==> config.mk <==
export PLATFORM = sky130hd
export DESIGN_NAME = sram2_b2
export DESIGN_NICKNAME = d
export VERILOG_FILES = /design/src/rtl/sram2_pkg.sv /design/src/rtl/sram2_wr_gather.sv /design/src/rtl/sram2_array.sv /design/src/rtl/sram2_rd_mux.sv /design/src/rtl/sram2_b2.sv
export SDC_FILE = /design/constraint.sdc
export NUM_CORES = 1
export LEC_CHECK = 0
export BUFFER_PORTS_ARGS = -buffer_cell sky130_fd_sc_hd__buf_2
export CAP_MARGIN = 25
export CORE_MARGIN = 3
export CORE_UTILIZATION = 62
export CTS_CLUSTER_DIAMETER = 100
export DETAILED_ROUTE_END_ITERATION = 10
export PLACE_DENSITY = 0.87
export SETUP_SLACK_MARGIN = 0.5
export SYNTH_ARGS = -nofsm -noshare
export SYNTH_HDL_FRONTEND = slang
export SYNTH_HIERARCHICAL = 1
export SYNTH_SLANG_ARGS = --single-unit
==> constraint.sdc <==
create_clock -name clk -period 2.97 [get_ports clk]
set_input_delay 0.594 -clock clk [delete_from_list [all_inputs] [get_ports clk]]
set_output_delay 0.594 -clock clk [all_outputs]
set_load 0.05 [all_outputs]
==> src/rtl/sram2_pkg.sv <==
package sram2_pkg;
  typedef enum logic {OP_WRITE = 1'b0, OP_READ = 1'b1} op_e;

  // half that travels on the first beat
  function automatic logic lead_half(input bit cwf, input logic a0);
    return cwf ? a0 : 1'b0;
  endfunction
endpackage

==> src/rtl/sram2_wr_gather.sv <==
module sram2_wr_gather #(
  parameter int LANES  = 2,
  parameter int LANE_W = 8
) (
  input  logic                        clk,
  input  logic                        rst_n,
  input  logic                        cap_en,
  input  logic                        lead,
  input  logic [LANES*LANE_W-1:0]     din,
  input  logic [LANES-1:0]            bw_n,
  output logic [2*LANES*LANE_W-1:0]   cm_data,
  output logic [2*LANES-1:0]          cm_wen
);
  localparam int DW = LANES * LANE_W;

  logic [DW-1:0]    b1_d;
  logic [LANES-1:0] b1_en;

  always_ff @(posedge clk) begin
    if (!rst_n) begin
      b1_d  <= '0;
      b1_en <= '0;
    end else if (cap_en) begin
      b1_d  <= din;
      b1_en <= ~bw_n;
    end
  end

  // first beat goes to the leading half, live beat to the other
  always_comb begin
    if (lead) begin
      cm_data = {b1_d, din};
      cm_wen  = {b1_en, ~bw_n};
    end else begin
      cm_data = {din, b1_d};
      cm_wen  = {~bw_n, b1_en};
    end
  end

  // first-beat mask held per beat
  assert_first_mask_R7: assert property (@(posedge clk) disable iff (!rst_n)
    cap_en |=> b1_en == ~$past(bw_n));
endmodule

==> src/rtl/sram2_array.sv <==
module sram2_array #(
  parameter int IDX_W  = 4,
  parameter int LANE_W = 8,
  parameter int NL     = 4
) (
  input  logic                 clk,
  input  logic                 rst_n,
  input  logic                 we,
  input  logic [IDX_W-1:0]     widx,
  input  logic [NL*LANE_W-1:0] wdata,
  input  logic [NL-1:0]        wen,
  input  logic [IDX_W-1:0]     ridx,
  output logic [NL*LANE_W-1:0] rdata
);
  localparam int DEPTH = 1 << IDX_W;
  localparam int WW    = NL * LANE_W;

  logic [WW-1:0] mem [DEPTH];

  for (genvar l = 0; l < NL; l++) begin : g_lane
    always_ff @(posedge clk) begin
      if (we && wen[l]) mem[widx][l*LANE_W +: LANE_W] <= wdata[l*LANE_W +: LANE_W];
    end
  end

  assign rdata = mem[ridx];

  wire abort_evt = we && (wen == '0);

  // a fully masked commit keeps the word
  assert_abort_keeps_R8: assert property (@(posedge clk) disable iff (!rst_n)
    abort_evt |=> mem[$past(widx)] == $past(mem[widx]));
  // an enabled lane takes the new byte
  assert_lane_store_R7: assert property (@(posedge clk) disable iff (!rst_n)
    (we && wen[0]) |=> mem[$past(widx)][LANE_W-1:0] == $past(wdata[LANE_W-1:0]));
endmodule

==> src/rtl/sram2_rd_mux.sv <==
module sram2_rd_mux #(
  parameter int DW = 16
) (
  input  logic            clk,
  input  logic            rst_n,
  input  logic            fetch_en,
  input  logic [2*DW-1:0] fetch_word,
  input  logic            lead,
  output logic [DW-1:0]   dout,
  output logic            dout_vld
);
  logic [2*DW-1:0] hold_w;
  logic            hold_h, st_a, st_b;
  logic [DW-1:0]   q;
  logic            v;

  function automatic logic [DW-1:0] pick(input logic [2*DW-1:0] w, input logic h);
    return h ? w[2*DW-1:DW] : w[DW-1:0];
  endfunction

  always_ff @(posedge clk) begin
    if (!rst_n) begin
      hold_w <= '0;
      hold_h <= 1'b0;
      st_a   <= 1'b0;
      st_b   <= 1'b0;
      q      <= '0;
      v      <= 1'b0;
    end else begin
      st_a <= fetch_en;
      st_b <= st_a;
      if (fetch_en) begin
        hold_w <= fetch_word;
        hold_h <= lead;
      end
      if (st_a) begin
        q <= pick(hold_w, hold_h);
        v <= 1'b1;
      end else if (st_b) begin
        q <= pick(hold_w, ~hold_h);
        v <= 1'b1;
      end else begin
        q <= '0;
        v <= 1'b0;
      end
    end
  end

  assign dout     = q;
  assign dout_vld = v;

  // beats come in pairs, output quiet otherwise
  assert_pair_R3: assert property (@(posedge clk) disable iff (!rst_n)
    $rose(dout_vld) |=> dout_vld);
  assert_quiet_R3: assert property (@(posedge clk) disable iff (!rst_n)
    !dout_vld |-> dout == '0);
  assert_one_stage_R11: assert property (@(posedge clk) disable iff (!rst_n)
    $onehot0({st_a, st_b}));
endmodule

==> src/rtl/sram2_b2.sv <==
module sram2_b2
  import sram2_pkg::*;
#(
  parameter int LANES  = 2,
  parameter int LANE_W = 8,
  parameter int IDX_W  = 4,
  parameter bit CWF    = 1'b1,
  parameter int ADDR_W = IDX_W + (CWF ? 1 : 0)
) (
  input  logic                    clk,
  input  logic                    rst_n,
  input  logic                    ld_n,
  input  logic                    rw,
  input  logic [ADDR_W-1:0]       addr,
  input  logic [LANES-1:0]        bw_n,
  input  logic [LANES*LANE_W-1:0] din,
  output logic [LANES*LANE_W-1:0] dout,
  output logic                    dout_vld,
  output logic                    err_ld
);
  localparam int DW = LANES * LANE_W;
  localparam int WW = 2 * DW;
  localparam int NL = 2 * LANES;

  logic [IDX_W-1:0] cur_idx;
  logic             cur_lead;

  if (CWF) begin : g_cwf
    assign cur_idx  = addr[ADDR_W-1:1];
    assign cur_lead = lead_half(1'b1, addr[0]);
  end else begin : g_fixed
    assign cur_idx  = addr[IDX_W-1:0];
    assign cur_lead = lead_half(1'b0, 1'b0);
  end

  logic second_q, err_q, wr1_q, wr2_q, wr_lead_q;
  logic [IDX_W-1:0] wr_idx_q;

  wire ld_acc  = !ld_n && !second_q;
  wire ld_drop = !ld_n && second_q;
  wire rd_acc  = ld_acc && (rw == OP_READ);
  wire wr_acc  = ld_acc && (rw == OP_WRITE);
  wire commit_evt = wr2_q;

  always_ff @(posedge clk) begin
    if (!rst_n) begin
      second_q  <= 1'b0;
      err_q     <= 1'b0;
      wr1_q     <= 1'b0;
      wr2_q     <= 1'b0;
      wr_lead_q <= 1'b0;
      wr_idx_q  <= '0;
    end else begin
      second_q <= ld_acc;
      err_q    <= ld_drop;
      wr1_q    <= wr_acc;
      wr2_q    <= wr1_q;
      if (wr_acc) begin
        wr_idx_q  <= cur_idx;
        wr_lead_q <= cur_lead;
      end
    end
  end

  logic [WW-1:0] cm_data, rdata, fetch_word;
  logic [NL-1:0] cm_wen;

  sram2_wr_gather #(.LANES(LANES), .LANE_W(LANE_W)) u_gather (
    .clk(clk), .rst_n(rst_n), .cap_en(wr1_q), .lead(wr_lead_q),
    .din(din), .bw_n(bw_n), .cm_data(cm_data), .cm_wen(cm_wen));

  sram2_array #(.IDX_W(IDX_W), .LANE_W(LANE_W), .NL(NL)) u_array (
    .clk(clk), .rst_n(rst_n), .we(commit_evt), .widx(wr_idx_q),
    .wdata(cm_data), .wen(cm_wen), .ridx(cur_idx), .rdata(rdata));

  function automatic logic [WW-1:0] merge_lanes(input logic [WW-1:0] old_w,
                                                input logic [WW-1:0] new_w,
                                                input logic [NL-1:0] en);
    logic [WW-1:0] r;
    r = old_w;
    for (int l = 0; l < NL; l++)
      if (en[l]) r[l*LANE_W +: LANE_W] = new_w[l*LANE_W +: LANE_W];
    return r;
  endfunction

  // same-edge commit to the fetched index: forward its lanes
  wire bypass_hit = commit_evt && (wr_idx_q == cur_idx);
  assign fetch_word = bypass_hit ? merge_lanes(rdata, cm_data, cm_wen) : rdata;

  sram2_rd_mux #(.DW(DW)) u_rdmux (
    .clk(clk), .rst_n(rst_n), .fetch_en(rd_acc), .fetch_word(fetch_word),
    .lead(cur_lead), .dout(dout), .dout_vld(dout_vld));

  assign err_ld = err_q;

  assert_spacing_R11: assert property (@(posedge clk) disable iff (!rst_n)
    ld_acc |=> !ld_acc);
  assert_drop_flag_R10: assert property (@(posedge clk) disable iff (!rst_n)
    ld_drop |=> err_ld);
  assert_read_latency_R3: assert property (@(posedge clk) disable iff (!rst_n)
    rd_acc |=> ##1 dout_vld);
  assert_write_beats_R6: assert property (@(posedge clk) disable iff (!rst_n)
    wr_acc |=> ##1 commit_evt);
  // a load with the read select starts a read, never a write
  assert_read_no_write_R2: assert property (@(posedge clk) disable iff (!rst_n)
    rd_acc |=> !wr1_q);
endmodule

==> qor.csv, run 1 <==
metric;value;unit
YS warnings;6;
Final Hold Violating Endpoints;0;
Worst EP arrival;2.90;ns
vias in the first global route;14027;
most frequent CP cell;buf_4;
Die Span Y;203;microns
nets@finish;1445;
drt wl/cell;29.7;microns
CP max FO;24;
DR vias/cell;6.85;
CP Class;input pin to flip-flop;
Iteration-0 DRC Markers;1779;
net count after synthesis;1313;
Post-synth ARST share;0;%
buffers added on ports;44;
worst hold path class;input pin to flip-flop;
top cells by area, synth;edfxtp_1, mux4_2, dfxtp_1;
Yosys top cell area share;63.9;%
Max-slew headroom;41.1;%
root buffer cell;clkbuf_16;
sequential fraction of the synthesis area;70.5;%
I/O pin count;45;
Initial Util;63.4;%
most frequent cells in the layout;edfxtp_1, mux4_2, nor2_1;
wl on met1;20.0;mm
Final period util;82.5;%
die width;203;microns
crit start category;input pin;
clock skew;0.0190;ns
critical path cell sequence;buf_4, buf_4, nand2b_1, o2111ai_1, nor3b_4, buf_12, mux2_4, mux2i_2, nor2_1;
critical path's slowest cell;mux2_4;
Final Critical Period;2.45;ns
clock sink total;591;
final WL;58.6;mm
metal2 WL;29.0;mm
CP max stage delay;0.36;ns
LEAKAGE;9.01;nW
CP delay by family, top;buffers and inverters;
die area;41200;sq um
status;finished clean;
core area;37900;sq um
DRC viols;0;
Max Fclk;0.408;GHz
share of cells above drive strength 1;32.0;%
Slew Limit Fails;0;
max layer used;met4;
total power;16.8;mW
most common cell after layout, fill and taps aside;edfxtp_1;
dominant cell type by area after synthesis;edfxtp_1;
area grow syn2layout;13.0;%
Synth Cell Area;24100;sq um
initial antenna violation count;0;
clk buf depth;3;
Mapped Avg Cell Area;18.7;sq um
RSZ-0062 raised after global routing;no;
Worst-Skew Late Latency;0.59;ns
Post-Syn Instances;1286;
CTS buffer count;55;
CTS tree;built;
Vias;13516;
post-DP HPWL;36.5;mm
clk slew on worst S/H paths;0.06;ns
Post-synth EDFFs;512;
remaining global-route overflow;0;
actual slew at the worst max-slew pin;0.880;ns
setup violators final;0;
first-pass GRT wire length;87.9;mm
Row Count;71;
peak supply drop;455;uV
largest net degree at the start of global routing;51;
number of synthesized register bits;591;
worst hold slack;0.207;ns
Pwr Density;619;nW/um^2
critical path capture point type;flip-flop;
Worst EP required;3.42;ns
htree depth;2;
CP Buf/Inv Count;3;
Yosys cell types;41;
cts hold-fix bufs;0;
Placer Congestion;0.839;
ys flop type;edfxtp_1;
Total GRT Usage;28.8;%
antenna viol nets, final;0;
max-cap violation count;0;
ant diodes;0;
Pre-antenna DRT Iters;9;
met3 wire len;6.78;mm
-- area by class of cell --
cell class	instances	area, sq um
repair buffers	156	1340
well taps	511	639
clock inverters	27	139
flip-flops and latches	591	17000
clock buffers	73	1520
fillers	2031	10800
inverters	6	22.5
multi-input cells	608	6560
-- kinds of logic after synthesis --
group | count (synthesis) | share of synthesized area, %
XOR/XNOR | 1 | 0.0364
AND/OR/NAND/NOR | 213 | 4.10
AO/OA/AOI/OAI | 115 | 3.64
multiplexers | 279 | 19.5
flip-flops | 591 | 70.5
buffers and inverters | 87 | 2.27
-- cell usage after synthesis (13+ instances only) --
cell	instances
edfxtp_1	512
mux4_2	128
nor2_1	106
dfxtp_1	79
a22oi_1	75
mux2i_1	55
mux2_2	52
nand2_1	49
mux2_4	44
nor2b_1	27
clkbuf_1	25
buf_2	14
buf_1	13
buf_4	13
-- where the power goes --
group,internal [mW],switching (mW)
logic,0.490,0.652
registers,9.08,0.0605
clock network,3.64,2.89
total,13.2,3.60
-- through the flow --
stage               area, sq um  setup TNS, ns  setup WS [ns]  utilization, %  cells
global route              27200              0          0.513            71.6   1972
finish                    27200              0          0.519            71.6   1972
detailed placement        25500         -0.122        -0.0414            67.1   1871
floorplan                 24100              0          0.500               -   1286
global placement          25500              0        0.00403            67.1   1871
CTS                       27100              0          0.559            71.5   1971
-- routing by layer --
metal,GRT usage [%],up-vias
met1,37.4,6826
met4,12.9,0
met2,47.4,1027
li1,-,5442
met3,6.37,221
met5,0,-
-- worst paths after layout --
| path | to | cells past startpoint | slack, ns | startpoint |
|---|---|---|---|---|
| setup / recovery | u_rdmux/hold_w[13] | 9 | 0.52 | addr[2] |
| setup reg to reg | u_rdmux/hold_w[13] | 7 | 0.55 | wr_idx_q[0] |
| hold / removal | wr1_q | 2 | 0.21 | rw |
| hold reg to reg | err_ld | 2 | 0.47 | second_q |
-- flip-flops by register name, summed over array words and instances (netlist names), 2 cells and up --
| signal | count |
|---|---|
| wr_idx_q | 4 |
| u_array/mem | 512 |
| u_rdmux/dout | 16 |
| u_gather/b1_en | 2 |
| u_rdmux/hold_w | 32 |
| u_gather/b1_d | 16 |
-- timing repair --
action	in CTS	in global routing
endpoints found under the setup margin	2	1
resized for setup	3	2
buffers inserted	0	0
Power figures use the tool's default switching activity.
==> inputs of run 2 (changes only) <==
clock period = 2.3 ns   (was 2.97 ns; I/O delays follow)
==> run 2 against run 1 <==
Net effect: the flow now finishes with violations (negative setup slack); die area did not move; final cell count grew 6.8%; critical path type is now flip-flop to flip-flop; largest power group unchanged; utilization up 8.2 points; global-route usage increased by 8.0 points; via count is 22% higher; critical path depth fell by 2; non-clock buffer count is 138 higher; hold slack lost 0.12 ns; first-iteration DRC count increased by 110%; sequential power up 29%; flip-flop and latch count is the same.
==> qor.csv, run 2 (synthesized netlist as in run 1, its figures left out) <==
metric;value;unit
initial antenna violation count;4;
max-cap violation count;0;
htree depth;2;
max layer used;met5;
register name with the most flops;u_array/mem;
CP max FO;2;
vias in the first global route;15677;
core area;37900;sq um
Total GRT Usage;36.8;%
Iteration-0 DRC Markers;3675;
worst hold path class;input pin to flip-flop;
most frequent cells in the layout;edfxtp_1, buf_4, mux4_2;
combinational share of power;8.9;%
largest net degree at the start of global routing;39;
most frequent CP cell;mux2_4;
cts hold-fix bufs;0;
RR Startpoint;u_array/mem[11][7];
met3 wire len;14.9;mm
Die Span Y;203;microns
actual slew at the worst max-slew pin;0.861;ns
CTS tree;built;
Hold Startpoint;rw;
Vias;16487;
CP delay by family, top;multiplexers;
Worst-Skew Late Latency;0.60;ns
CP max stage delay;0.54;ns
status;finished, violations left;
Final Critical Period;2.59;ns
DR vias/cell;7.83;
nets@finish;1580;
Final period util;113;%
Worst EP required;2.76;ns
clock sink total;591;
Pre-antenna DRT Iters;9;
Crit Reg-Reg Endpoint;u_rdmux/hold_w[7];
wl on met1;25.7;mm
final core utilization;79.8;%
violated checks;negative setup slack;
Reg2Reg Depth;7;
die width;203;microns
setup violators final;14;
Max Fclk;0.386;GHz
Placer Congestion;0.823;
DRC viols;0;
final WL;87.4;mm
area grow syn2layout;25.8;%
Final Hold Violating Endpoints;0;
clock skew;0.0245;ns
buffers added on ports;44;
sequential share of power;50.3;%
post-DP HPWL;36.8;mm
die area;41200;sq um
Row Count;71;
critical path's slowest cell;mux4_2;
Worst EP arrival;3.05;ns
worst hold slack;0.0904;ns
remaining global-route overflow;0;
critical path capture point type;flip-flop;
critical path cell sequence;mux4_2, a22oi_2, nand2_2, mux2_4, mux2_4, mux2i_2, nor2_1;
clk slew on worst S/H paths;0.08;ns
CP Class;flip-flop to flip-flop;
hold endpoint;wr1_q;
RSZ-0062 raised after global routing;yes;
CTS buffer count;52;
CP Buf/Inv Count;0;
LEAKAGE;10.1;nW
top flop regs;u_array/mem: 512 flops, u_rdmux/hold_w: 32 flops;
crit start category;flip-flop;
root buffer cell;clkbuf_16;
Slew Limit Fails;0;
metal2 WL;38.4;mm
share of cells above drive strength 1;48.7;%
Power Internal;17.9;mW
Reg2Reg Setup Slack;-0.29;ns
drt wl/cell;41.5;microns
peak supply drop;507;uV
Max-slew headroom;42.3;%
max FFs per register;512;
Initial Util;63.4;%
Pwr Density;776;nW/um^2
part of the power in the clock network;40.8;%
first-pass GRT wire length;110;mm
net load switching power;5.59;mW
Sw Ratio;23.8;%
most common cell after layout, fill and taps aside;edfxtp_1;
Hold Crit Depth;2;
I/O pin count;45;
worst setup margin;-0.288;ns
antenna viol nets, final;0;
clk buf depth;3;
run 2: cell count changes in the layout (fill, tap and decap cells not counted), sizes merged:
cell,delta
clkbuf,-6
inv,+1
clkinvlp,+2
clkinv,-10
buf,+136
bufinv,+8
diode,+3
run 2: layout make-up:
type | count | area (sq um)
clock buffer | 65 | 1390
sequential | 591 | 17000
antenna | 3 | 7.51
multi-input combinational | 608 | 7520
clock inverter | 28 | 373
fill | 1441 | 7660
tap | 511 | 639
inverter | 6 | 22.5
timing repair buffer | 294 | 3340
run 2: stage by stage:
step	instances	total power [mW]	TNS, ns	cell area, sq um	setup slack, ns
finish	2106	23.5	-0.958	30300	-0.288
global route	2104	23.8	-0.877	30300	-0.232
CTS	2067	22.7	0	29500	0.177
detailed placement	1905	13.5	-12.56	26100	-0.477
global placement	1905	13.5	-10.52	26100	-0.409
floorplan	1286	13.0	0	24600	0.0351
run 2: power by group through the flow:
| stage | combinational (mW) | clock, mW | sequential, mW |
|---|---|---|---|
| 3_3_place_gp | 1.45 | 0 | 12.0 |
| 6_report | 2.10 | 9.59 | 11.8 |
| 4_1_cts | 1.72 | 9.16 | 11.8 |
| 2_1_floorplan | 0.987 | 0 | 12.0 |
| 3_5_place_dp | 1.52 | 0 | 12.0 |
| 5_1_grt | 2.10 | 9.90 | 11.8 |
run 2: worst max-delay path by stage:
| stage | from | to | slack, ns | depth (start not counted) |
|---|---|---|---|---|
| 4_1_cts | u_array/mem[14][12] | u_rdmux/hold_w[12] | 0.18 | 7 |
| 5_1_grt | u_array/mem[11][7] | u_rdmux/hold_w[7] | -0.23 | 7 |
| 3_3_place_gp | addr[1] | u_rdmux/hold_w[15] | -0.41 | 9 |
| 2_1_floorplan | addr[1] | u_rdmux/hold_w[17] | 0.04 | 9 |
| 6_report | u_array/mem[11][7] | u_rdmux/hold_w[7] | -0.29 | 7 |
| 3_5_place_dp | addr[1] | u_rdmux/hold_w[7] | -0.48 | 9 |
run 2: timing repair:
item                       in CTS  in global routing
setup endpoints to repair     545                510
cloned                          7                  1
pin swaps                      53                 36
resized for setup             139                122
buffers inserted               62                 35
run 2: metal layers:
layer	track usage (%)	vias up
met3	9.41	685
li1	-	5710
met4	21.0	2
met2	56.8	2283
met1	48.4	7807
met5	0	-
run 2: worst reg2reg max path, cell delays in order, from the launching register on:
cell and delay, ns:
edfxtp_1 0.42, mux4_2 0.54, a22oi_2 0.25, nand2_2 0.11
mux2_4 0.28, mux2_4 0.27, mux2i_2 0.46, nor2_1 0.12
